**src/rtl/flash_poll_pkg.sv**
```systemverilog
package flash_poll_pkg;

    typedef enum logic [1:0] {
        ST_IDLE  = 2'd0,
        ST_DELAY = 2'd1,
        ST_REQ   = 2'd2,
        ST_RESP  = 2'd3
    } poll_state_t;

    typedef enum logic {
        MODE_TOGGLE = 1'b0,
        MODE_POLL   = 1'b1
    } poll_mode_t;

    // status bit positions decoded by the completion logic
    localparam int TOGGLE_BIT = 6;
    localparam int POLL_BIT   = 7;

endpackage

```
**src/rtl/poll_delay_timer.sv**
```systemverilog
module poll_delay_timer #(
    parameter int DELAY_W = 24
) (
    input  logic               clk,
    input  logic               rst_n,
    input  logic               load_i,
    input  logic [DELAY_W-1:0] load_val_i,
    output logic               expired_o
);
    localparam logic [DELAY_W-1:0] ONE = DELAY_W'(1);

    logic [DELAY_W-1:0] cnt_q;

    always_ff @(posedge clk or negedge rst_n) begin
        if (!rst_n) begin
            cnt_q <= '0;
        end else if (load_i) begin
            cnt_q <= load_val_i;
        end else if (cnt_q != '0) begin
            cnt_q <= cnt_q - ONE;
        end
    end

    // last cycle of the gap
    assign expired_o = (cnt_q == ONE);

endmodule

```
**src/rtl/poll_iter_counter.sv**
```systemverilog
module poll_iter_counter #(
    parameter int unsigned ITER_MAX = 32'h0FFF_FFFF,
    parameter int unsigned WARN_LIM = 32'h0010_0000,
    parameter int          CNT_W    = 28
) (
    input  logic clk,
    input  logic rst_n,
    input  logic clr_i,
    input  logic inc_i,
    output logic at_cap_o,
    output logic over_warn_o
);
    localparam logic [CNT_W-1:0] CAP_M1 = CNT_W'(ITER_MAX - 1);
    localparam logic [CNT_W-1:0] WARN_T = CNT_W'(WARN_LIM);
    localparam logic [CNT_W-1:0] ONE    = CNT_W'(1);

    logic [CNT_W-1:0] cnt_q;

    always_ff @(posedge clk or negedge rst_n) begin
        if (!rst_n) begin
            cnt_q <= '0;
        end else if (clr_i) begin
            cnt_q <= '0;
        end else if (inc_i) begin
            cnt_q <= cnt_q + ONE;
        end
    end

    // flags describe the comparison now in flight (count + 1)
    assign at_cap_o    = (cnt_q >= CAP_M1);
    assign over_warn_o = (cnt_q >= WARN_T);

endmodule

```
**src/rtl/poll_bit_judge.sv**
```systemverilog
module poll_bit_judge (
    input  logic is_poll_i,
    input  logic toggle_bit_i,
    input  logic poll_bit_i,
    input  logic ref_bit_i,
    input  logic expect_bit_i,
    output logic met_o
);
    always_comb begin
        if (is_poll_i) begin
            met_o = (poll_bit_i == expect_bit_i);
        end else begin
            met_o = (toggle_bit_i == ref_bit_i);
        end
    end

endmodule

```
**src/rtl/flash_ready_poller.sv**
```systemverilog
module flash_ready_poller
    import flash_poll_pkg::*;
#(
    parameter int          ADDR_W   = 24,
    parameter int          DATA_W   = 8,
    parameter int          DELAY_W  = 24,
    parameter int unsigned ITER_MAX = 32'h0FFF_FFFF,
    parameter int unsigned WARN_LIM = 32'h0010_0000
) (
    input  logic               clk,
    input  logic               rst_n,
    input  logic               start_i,
    input  logic               mode_i,
    input  logic [ADDR_W-1:0]  addr_i,
    input  logic [DATA_W-1:0]  expect_i,
    input  logic [DELAY_W-1:0] delay_i,
    output logic               rd_req_o,
    output logic [ADDR_W-1:0]  rd_addr_o,
    input  logic               rd_valid_i,
    input  logic [DATA_W-1:0]  rd_data_i,
    output logic               busy_o,
    output logic               done_o,
    output logic               timeout_o,
    output logic               slow_o
);
    localparam int CNT_W = $clog2(ITER_MAX + 1);

    poll_state_t        state_q, state_d;
    poll_mode_t         mode_q;
    logic [ADDR_W-1:0]  addr_q;
    logic [DELAY_W-1:0] delay_q;
    logic               exp_bit_q;
    logic               ref_q;
    logic               first_q;
    logic               done_q, tout_q, slow_q;

    logic accept, resp_ok, is_ref, met, finish_ok, finish_to;
    logic need_gap, gap_load, gap_over, at_cap, over_warn;
    logic data_unused;

    assign data_unused = ^{rd_data_i, expect_i};

    assign accept    = (state_q == ST_IDLE) && start_i;
    assign resp_ok   = (state_q == ST_RESP) && rd_valid_i;
    assign is_ref    = (mode_q == MODE_TOGGLE) && first_q;
    assign finish_ok = resp_ok && !is_ref && met;
    assign finish_to = resp_ok && !is_ref && !met && at_cap;
    assign need_gap  = (mode_q == MODE_TOGGLE) && (delay_q != '0);
    assign gap_load  = resp_ok && !finish_ok && !finish_to && need_gap;

    poll_bit_judge judge_i (
        .is_poll_i    (mode_q == MODE_POLL),
        .toggle_bit_i (rd_data_i[TOGGLE_BIT]),
        .poll_bit_i   (rd_data_i[POLL_BIT]),
        .ref_bit_i    (ref_q),
        .expect_bit_i (exp_bit_q),
        .met_o        (met)
    );

    poll_delay_timer #(.DELAY_W(DELAY_W)) gap_i (
        .clk        (clk),
        .rst_n      (rst_n),
        .load_i     (gap_load),
        .load_val_i (delay_q),
        .expired_o  (gap_over)
    );

    poll_iter_counter #(
        .ITER_MAX (ITER_MAX),
        .WARN_LIM (WARN_LIM),
        .CNT_W    (CNT_W)
    ) iter_i (
        .clk         (clk),
        .rst_n       (rst_n),
        .clr_i       (accept),
        .inc_i       (resp_ok && !is_ref),
        .at_cap_o    (at_cap),
        .over_warn_o (over_warn)
    );

    // state register
    always_ff @(posedge clk or negedge rst_n) begin
        if (!rst_n) begin
            state_q <= ST_IDLE;
        end else begin
            state_q <= state_d;
        end
    end

    // next-state logic
    always_comb begin
        state_d = state_q;
        unique case (state_q)
            ST_IDLE:  if (start_i) state_d = ST_REQ;
            ST_REQ:   state_d = ST_RESP;
            ST_RESP: begin
                if (rd_valid_i) begin
                    if (finish_ok || finish_to) state_d = ST_IDLE;
                    else if (need_gap)          state_d = ST_DELAY;
                    else                        state_d = ST_REQ;
                end
            end
            ST_DELAY: if (gap_over) state_d = ST_REQ;
            default:  state_d = ST_IDLE;
        endcase
    end

    // captured operands, reference bit and result pulses
    always_ff @(posedge clk or negedge rst_n) begin
        if (!rst_n) begin
            mode_q    <= MODE_TOGGLE;
            addr_q    <= '0;
            delay_q   <= '0;
            exp_bit_q <= 1'b0;
            ref_q     <= 1'b0;
            first_q   <= 1'b0;
            done_q    <= 1'b0;
            tout_q    <= 1'b0;
            slow_q    <= 1'b0;
        end else begin
            done_q <= finish_ok;
            tout_q <= finish_to;
            slow_q <= (finish_ok || finish_to) && over_warn;
            if (accept) begin
                mode_q    <= poll_mode_t'(mode_i);
                addr_q    <= addr_i;
                delay_q   <= delay_i;
                exp_bit_q <= expect_i[POLL_BIT];
                first_q   <= 1'b1;
            end
            if (resp_ok) begin
                ref_q   <= rd_data_i[TOGGLE_BIT];
                first_q <= 1'b0;
            end
        end
    end

    assign rd_req_o  = (state_q == ST_REQ);
    assign rd_addr_o = addr_q;
    assign busy_o    = (state_q != ST_IDLE);
    assign done_o    = done_q;
    assign timeout_o = tout_q;
    assign slow_o    = slow_q;

endmodule

```
**config.mk**
```make
export PLATFORM = sky130hd
export DESIGN_NAME = flash_ready_poller
export DESIGN_NICKNAME = d
export VERILOG_FILES = /design/src/rtl/flash_poll_pkg.sv /design/src/rtl/poll_delay_timer.sv /design/src/rtl/poll_iter_counter.sv /design/src/rtl/poll_bit_judge.sv /design/src/rtl/flash_ready_poller.sv
export SDC_FILE = /design/constraint.sdc
export NUM_CORES = 1
export LEC_CHECK = 0
export BUFFER_PORTS_ARGS = -buffer_cell sky130_fd_sc_hd__buf_2
export CAP_MARGIN = 20
export CORE_MARGIN = 2
export CORE_UTILIZATION = 25
export CTS_CLUSTER_DIAMETER = 200
export DETAILED_ROUTE_END_ITERATION = 10
export PLACE_DENSITY_LB_ADDON = 0.25
export SLEW_MARGIN = 20
export SYNTH_ARGS = -nofsm -noshare
export SYNTH_HDL_FRONTEND = slang
export SYNTH_SLANG_ARGS = --single-unit
```
**constraint.sdc**
```tcl
create_clock -name clk -period 3.25 [get_ports clk]
set_input_delay 0.325 -clock clk [delete_from_list [all_inputs] [get_ports clk]]
set_output_delay 0.325 -clock clk [all_outputs]
set_load 0.05 [all_outputs]
```
Yosys cells after proc, flatten, opt, wreduce, memory -nomap -nowiden --
Cells that the tools add are included.
Word-level totals: input port bits 69, bits in registers 109, logic and storage cells 64
Cells by class: bitwise logic cells 1, order comparisons 2, reductions and logical operators 25, add/subtract/negate cells 2, muxes and demuxes 13, eq/ne operators 9
Operator list (count):
- 28-bit 2-to-1 mux | 2
- 24-bit 2-to-1 mux | 2
- 24-bit nonzero test | 2
- 28-bit by 1-bit adder with 28-bit output (second input constant) | 1
- 28-bit by 21-bit greater-or-equal comparator with 1-bit output (second input constant) | 1
- 28-bit greater-or-equal comparator (second input constant) | 1
- 24-bit by 1-bit == test with 1-bit output (second input constant) | 1
- 24-bit by 1-bit subtractor with 24-bit output (second input constant) | 1
- 1-bit logical AND | 12
- 2-bit 2-to-1 mux | 5
- 2-bit one-hot mux with 4 select lines | 1
- 2-bit nonzero test | 4
- 2-bit == test (second input constant) | 2
- 1-bit zero test | 4
- 2-bit != test (second input constant) | 2
- 1-bit 2-to-1 mux | 3
- 3-bit AND reduction | 1
- 1-bit == test | 2
- 2-bit by 1-bit == test with 1-bit output (second input constant) | 1
- 2-bit zero test | 1
- 2-bit by 1-bit != test with 1-bit output (second input constant) | 1
- 1-bit logical OR | 1
- 1-bit inverter | 1

Depth between registers and ports, before layout --
Gate-level depths: netlist (run 1).
depth in word-level cells 10, gate-level depth with buffers 8, mapped depth without buffers 7

Modules after synthesis --
Synthesis (run 1) repeated with hierarchy kept, for this count alone.
Second synthesis, totals: cells, all modules 480, area total of the unflattened synthesis 5310.1 µm²
Modules (own cells, without submodules):
- flash_ready_poller | times used 1, cells an instance 148, sequential area each 1426.4 µm², area each 2268.4 µm²
- poll_delay_timer | times used 1, cells an instance 167, sequential area each 600.6 µm², area each 1514.0 µm²
- poll_iter_counter | times used 1, cells an instance 162, sequential area each 700.7 µm², area each 1500.2 µm²
- poll_bit_judge | times used 1, cells an instance 3, sequential area each 0.0 µm², area each 27.5 µm²

Worst setup path before layout (run 1) --
OpenSTA, ideal clock, no wires.
kind register to register, from register gap_i.cnt_q[0], to register gap_i.cnt_q[22], path buffers 1, arrival 2.178 ns, clock period less this slack 2.243 ns, slack 1.007 ns, cell stages (with the launch flop) 9, data required time 3.185 ns, cell sequence dfrtp_1 inv_1 ha_1 or3b_1 buf_2 or3_1 or4_1 a21oi_1 mux2_1
Between the ends: longest elaborated chain between the ends 3
Ends and longest elaborated chain:
- start, declared | RTL line poll_delay_timer.sv:12 | logic [DELAY_W-1:0] cnt_q;
- start signal, assigned | RTL line poll_delay_timer.sv:18 | cnt_q <= load_val_i;
- start signal, assigned | RTL line poll_delay_timer.sv:20 | cnt_q <= cnt_q - ONE;
- 24-bit by 1-bit subtractor with 24-bit output | RTL line poll_delay_timer.sv:20
- 24-bit 2-to-1 mux | RTL line poll_delay_timer.sv:19 | end else if (cnt_q != '0) begin
- 24-bit 2-to-1 mux | RTL line poll_delay_timer.sv:17 | end else if (load_i) begin
Several ways; a longest one is shown, not always the timed one. The select of a mux whose other input is x is not followed. A chain may end at the register's enable or synchronous reset.

Worst setup path after layout (run 1) --
Same ends and word-level chain as after synthesis.

==> impl_metrics.toml, run 1 <==
[die]
die_x_um = 150
ios = 98
initial_core_util = 0.254
die_h_um = 150
dieArea_um2 = 22400
core_um2 = 20900
rows = 53

[power_and_ir_drop]
power_frac_seq = 0.415
cellLeakagePower_nw = 2.73
p_comb_frac = 0.370
intPower_mw = 3.43
power_density_nw_per_um2 = 886
peakVddDrop_v = 0.000551
p_sw_frac = 0.393
p_sw_mw = 2.22
clkPwrFrac = 0.215

[clock_network]
clk_latency_ps = 360
cts-root-buf = "clkbuf_16"
h-tree-depth = 3
max-clock-path-buffers = 2
cts_setup_buffers = 0
cts_tree = "yes"
cts_inserted_buffers = 9
clkTransAtPathRegs_ps = 70
cts.sink_count = 109
ctsHoldBuffers = 0
cts_resized = 0

[setup_path]
timing.rr.start = "gap_i.cnt_q[0]$_DFFE_PN0P_"
worstPathMaxFanout = 8
crit_arrival_ps = 2820
crit_start = "gap_i.cnt_q[0]$_DFFE_PN0P_"
rr_worst_depth = 7
r2r_end = "gap_i.cnt_q[22]$_DFFE_PN0P_"
r2r_setup_slack_ps = 730
crit_end = "gap_i.cnt_q[22]$_DFFE_PN0P_"
path_class = "reg -> reg"
end_kind = "flop"
critPathLaunchType = "flop"
worstPathRequired_ps = 3550

[yosys]
synthTopCellsByCount = "dfrtp_1 (109), mux2_2 (50), nor2_1 (44), xnor2_1 (28), mux2_1 (23)"
yosysWarnings = 0
ys.flop_type = "dfrtp_1"
async_reset_ff_frac = 1.00
synth_top_area_cell = "dfrtp_1"
synth_edf_count = 0
synth_top_cells_by_area = "dfrtp_1 (52%), mux2_2 (11%), mux2_1 (4.9%)"
synth_nets = 542
ys_seq_elements = 109
synth_cell_type_count = 46
synth_top_area_share = 0.515
synthCells = 468
yosysSeqAreaShare = 0.515
postSynthAreaPerCell_um2 = 11.3
synth.most_common_cell = "dfrtp_1"
netlist_area_um2 = 5300

[routing]
via_per_inst = 4.64
wire_per_inst_um = 14.6
vias = 3846
wl_um = 12100
final_antenna_net_count = 0
drcViolationCount = 0
first_pass_iters = 4
detail_route.iter0.violations = 228

[placement]
io_buffers = 84
pre_cts_ws_ps = 727
hpwl_um = 8560
dpl_cell_area_um2 = 6060
gp_congestion = 0.809

[sta]
min_period_ps = 2520
setup_violations = 0
fin_crit_sh = 0.774
finClkSkew_ps = 7.42
setup_ws_ps = 733
worstMarginPinSlew_ps = 905
maxSlewViolCount = 0
grt_setup_unrepaired = "false"
clock.fmax_mhz = 397
finalSetupTns_ps = 0
relSlewSlack = 0.396
hold_violations = 0

[finish]
area_growth_pct = 20.5
final_area_um2 = 6380
drive_gt1_frac = 0.296
layout.nets = 623
diodes = 0

[global_route]
grt_pass1_wl_um = 20300
grt_use_total = 0.115
antenna_found_initial = 0
grt_pass1_vias = 3942
overflow = 0
grt_start_max_net_pins = 66

[job]
max_cap_violations = 0

[run_status]
status = "complete, no violations"

[min_path]
hold_path.class = "in -> async"
worst max-delay path: stages, from the launching register on:
cell and delay (ps):
dfrtp_1 460, inv_1 120, ha_1 290, or3b_1 530
or3_1 380, or4_1 400, a21oi_1 150, mux2_1 130
area by class of cell:
| class | count | area, um2 |
|---|---|---|
| fill | 2147 | 14500 |
| timing repair buffer | 90 | 505 |
| tap | 275 | 344 |
| clock buffer | 12 | 256 |
| sequential | 109 | 2730 |
| inverter | 11 | 41.3 |
| multi-input combinational | 328 | 2440 |
| clock inverter | 4 | 70.1 |
power by group through the flow:
stage | combinational (mW) | clock, mW | sequential [mW]
2_1_floorplan | 1.12 | 0 | 2.77
3_3_place_gp | 2.07 | 0 | 2.34
3_5_place_dp | 2.11 | 0 | 2.36
4_1_cts | 2.12 | 1.26 | 2.35
5_1_grt | 2.28 | 1.32 | 2.43
6_report | 2.09 | 1.22 | 2.34
kinds of logic (layout without fill, tap and decap cells):
| kind of cell | count (synthesis) | count (layout) | share of synthesized area |
|---|---|---|---|
| simple gates | 169 | 169 | 0.179 |
| flops | 109 | 109 | 0.515 |
| mux | 75 | 75 | 0.159 |
| compound gates | 41 | 41 | 0.0468 |
| xor+xnor | 38 | 38 | 0.0628 |
| buf+inv | 31 | 117 | 0.0260 |
| fa+ha+maj | 5 | 5 | 0.0118 |
registers in the layout, indices dropped and copies added, names as in the netlist:
| signal | count |
|---|---|
| timeout_o | 1 |
| done_o | 1 |
| exp_bit_q | 1 |
| ref_q | 1 |
| iter_i.cnt_q | 28 |
| mode_q | 1 |
| gap_i.cnt_q | 24 |
| slow_o | 1 |
| rd_addr_o | 24 |
| delay_q | 24 |
| first_q | 1 |
| state_q | 2 |
through the flow:
stage | std cells | total power, mW | util | hold WS, ps
after floorplan | 468 | 3.88 | - | 29.4
final | 829 | 5.65 | 0.306 | 86.4
after global routing | 829 | 6.03 | 0.306 | 153
after detailed placement | 813 | 4.47 | 0.290 | 469
after CTS | 829 | 5.73 | 0.306 | 127
after global placement | 813 | 4.41 | 0.290 | 466
cells in the final DEF, fill, tap and decap left out, types with 2 or more instances in the layout:
| cell | Yosys | final |
|---|---|---|
| a21oi_1 | 19 | 19 |
| and3_1 | 5 | 5 |
| and4_1 | 4 | 4 |
| buf_12 | 0 | 3 |
| buf_2 | 5 | 83 |
| buf_4 | 2 | 4 |
| bufinv_16 | 0 | 2 |
| clkbuf_16 | 0 | 9 |
| clkbuf_8 | 0 | 2 |
| clkinv_2 | 0 | 2 |
| dfrtp_1 | 109 | 109 |
| ha_1 | 5 | 5 |
| inv_1 | 11 | 11 |
| mux2_1 | 23 | 23 |
| mux2_2 | 50 | 50 |
| mux2i_1 | 2 | 2 |
| nand2_1 | 17 | 17 |
| nand2b_1 | 2 | 2 |
| nand3_1 | 16 | 16 |
| nand4_1 | 12 | 12 |
| nor2_1 | 44 | 43 |
| nor3_1 | 16 | 16 |
| nor4_1 | 17 | 17 |
| nor4_2 | 2 | 2 |
| o21ai_0 | 8 | 8 |
| o31ai_1 | 6 | 6 |
| o41ai_1 | 2 | 2 |
| or2_1 | 3 | 3 |
| or3_1 | 8 | 8 |
| or4_1 | 12 | 12 |
| xnor2_1 | 28 | 28 |
| xor2_1 | 10 | 10 |
how the worst min path moves through the flow:
stage / slack, ps / startpoint / to
after floorplan: 30 / rst_n / delay_q[0]$_DFFE_PN0P_
after global placement: 470 / rd_addr_o[14]$_DFFE_PN0P_ / rd_addr_o[14]$_DFFE_PN0P_
after detailed placement: 470 / rd_addr_o[1]$_DFFE_PN0P_ / rd_addr_o[1]$_DFFE_PN0P_
after CTS: 130 / rst_n / gap_i.cnt_q[0]$_DFFE_PN0P_
after global routing: 150 / rst_n / gap_i.cnt_q[3]$_DFFE_PN0P_
final: 90 / rst_n / gap_i.cnt_q[0]$_DFFE_PN0P_
per-layer routing:
layer	global-route usage	wire [um]
met3	0.0332	539
met5	0	0
met1	0.153	5870
met4	0.0371	178
met2	0.179	5520
Power figures use the tool's default switching activity.
==> run 2, diff against run 1 <==
==> constraint.sdc (replaced) <==
create_clock -name clk -period 2.5 [get_ports clk]
set_input_delay 0.25 -clock clk [delete_from_list [all_inputs] [get_ports clk]]
set_output_delay 0.25 -clock clk [all_outputs]
set_load 0.05 [all_outputs]
==> impl_metrics.toml, run 2 (same netlist as run 1, synthesis figures left out) <==
[die]
rows = 53
ios = 98
core_um2 = 20900
die_h_um = 150
initial_core_util = 0.254
dieArea_um2 = 22400
die_x_um = 150

[sta]
maxSlewViolCount = 0
relSlewSlack = 0.578
worstMarginPinSlew_ps = 632
fin_crit_sh = 0.877
finClkSkew_ps = 5.95
whs_ps = -54.8
clock.fmax_mhz = 456
setup_violations = 0
grt_setup_unrepaired = "false"
min_period_ps = 2190
finalSetupTns_ps = 0
hold_violations = 29

[routing]
final_antenna_net_count = 0
detail_route.iter0.violations = 208
drcViolationCount = 0
vias = 3824
via_per_inst = 4.59
wl_um = 12000
wire_per_inst_um = 14.4
first_pass_iters = 4

[global_route]
grt_pass1_vias = 3935
antenna_found_initial = 1
grt-busiest-layer = "met2"
grtUsageMet2 = 0.175
grtUsageMet1 = 0.155
met3_usage = 0.0256
overflow = 0
grt_use_total = 0.113
grt_pass1_wl_um = 20100
grt_start_max_net_pins = 110

[placement]
hpwl_um = 8500
gp_congestion = 0.779
io_buffers = 84

[finish]
area_growth_pct = 21.0
largest_reg_flops = 28
drive_gt1_frac = 0.302
top_register = "iter_i.cnt_q"
layout.nets = 628
mostFrequentLayoutCell = "dfrtp_1"
final_cell_mix = "dfrtp_1 (109), buf_2 (83), mux2_2 (50)"
diodes = 0

[setup_path]
worstPathMaxFanout = 6
path_class = "reg -> reg"
critPathLaunchType = "flop"
worstPathRequired_ps = 2790
end_kind = "flop"
rr_worst_depth = 7
crit_arrival_ps = 2480

[clock_network]
cts-root-buf = "clkbuf_16"
cts.sink_count = 109
ctsHoldBuffers = 0
max-clock-path-buffers = 2
cts_tree = "yes"
clk_latency_ps = 350
cts_setup_buffers = 0
cts_resized = 0
h-tree-depth = 3
cts_inserted_buffers = 9
clkTransAtPathRegs_ps = 70

[run_status]
status = "complete, but fails checks"
violations = "hold timing"

[power_and_ir_drop]
cellLeakagePower_nw = 2.75
peakVddDrop_v = 0.000662
power_density_nw_per_um2 = 1120

[job]
max_cap_violations = 0

[min_path]
hold_path.class = "in -> async"
run 2: changes by cell type in the layout (fill, tap and decap cells not counted):
cell	delta
buf_4	+3
buf_12	+2
clkinv_4	+1
clkbuf_8	+1
bufinv_16	-2
run 2: per-stage QoR:
| step | setup WS [ps] | cells | total power [mW] | util | area, um2 |
|---|---|---|---|---|---|
| after floorplan | 257 | 468 | 5.05 | - | 5300 |
| after global placement | 310 | 818 | 5.80 | 0.293 | 6120 |
| after detailed placement | 332 | 818 | 5.87 | 0.293 | 6120 |
| after CTS | 307 | 834 | 7.32 | 0.307 | 6410 |
| after global routing | 129 | 834 | 7.71 | 0.307 | 6410 |
| final | 307 | 834 | 7.20 | 0.307 | 6410 |
run 2: power breakdown:
part | switching, mW | internal, mW | leakage (nW) | total (mW)
registers | 0.615 | 2.43 | 1.38 | 3.04
logic | 1.63 | 1.14 | 1.22 | 2.77
clock network | 0.631 | 0.757 | 0.146 | 1.39
total | 2.87 | 4.33 | 2.75 | 7.20
run 2: layer usage:
| metal | up-vias | wire length (um) |
|---|---|---|
| met5 | - | 0 |
| met4 | 0 | 161 |
| met3 | 10 | 572 |
| met2 | 87 | 5470 |
| met1 | 1875 | 5840 |
| li1 | 1852 | - |
run 2: path summary, 6_finish.rpt:
path                                                 start                           to  slack (ps)
max in group asynchronous                            rst_n       state_q[0]$_DFFE_PN0P_        2050
worst max register to register  gap_i.cnt_q[0]$_DFFE_PN0P_  gap_i.cnt_q[22]$_DFFE_PN0P_         310
worst min-delay path                                 rst_n       delay_q[0]$_DFFE_PN0P_         -50
worst min register to register   rd_addr_o[14]$_DFFE_PN0P_    rd_addr_o[14]$_DFFE_PN0P_         490
min in group clk                                addr_i[14]    rd_addr_o[14]$_DFFE_PN0P_         120
worst max-delay path            gap_i.cnt_q[0]$_DFFE_PN0P_  gap_i.cnt_q[22]$_DFFE_PN0P_         310
run 2: worst max-delay path, stage by stage (launching register included):
cell and delay (ps):
dfrtp_1 460, inv_1 110, ha_1 170, or3b_1 380, or3_1 340, or4_1 400
a21oi_1 140, mux2_1 130
run 2: cell type report:
type / count / area, um2
sequential: 109 / 2730
tap: 275 / 344
timing repair buffer: 95 / 568
inverter: 11 / 41.3
multi-input combinational: 328 / 2440
fill: 2145 / 14500
clock buffer: 13 / 270
clock inverter: 3 / 18.8
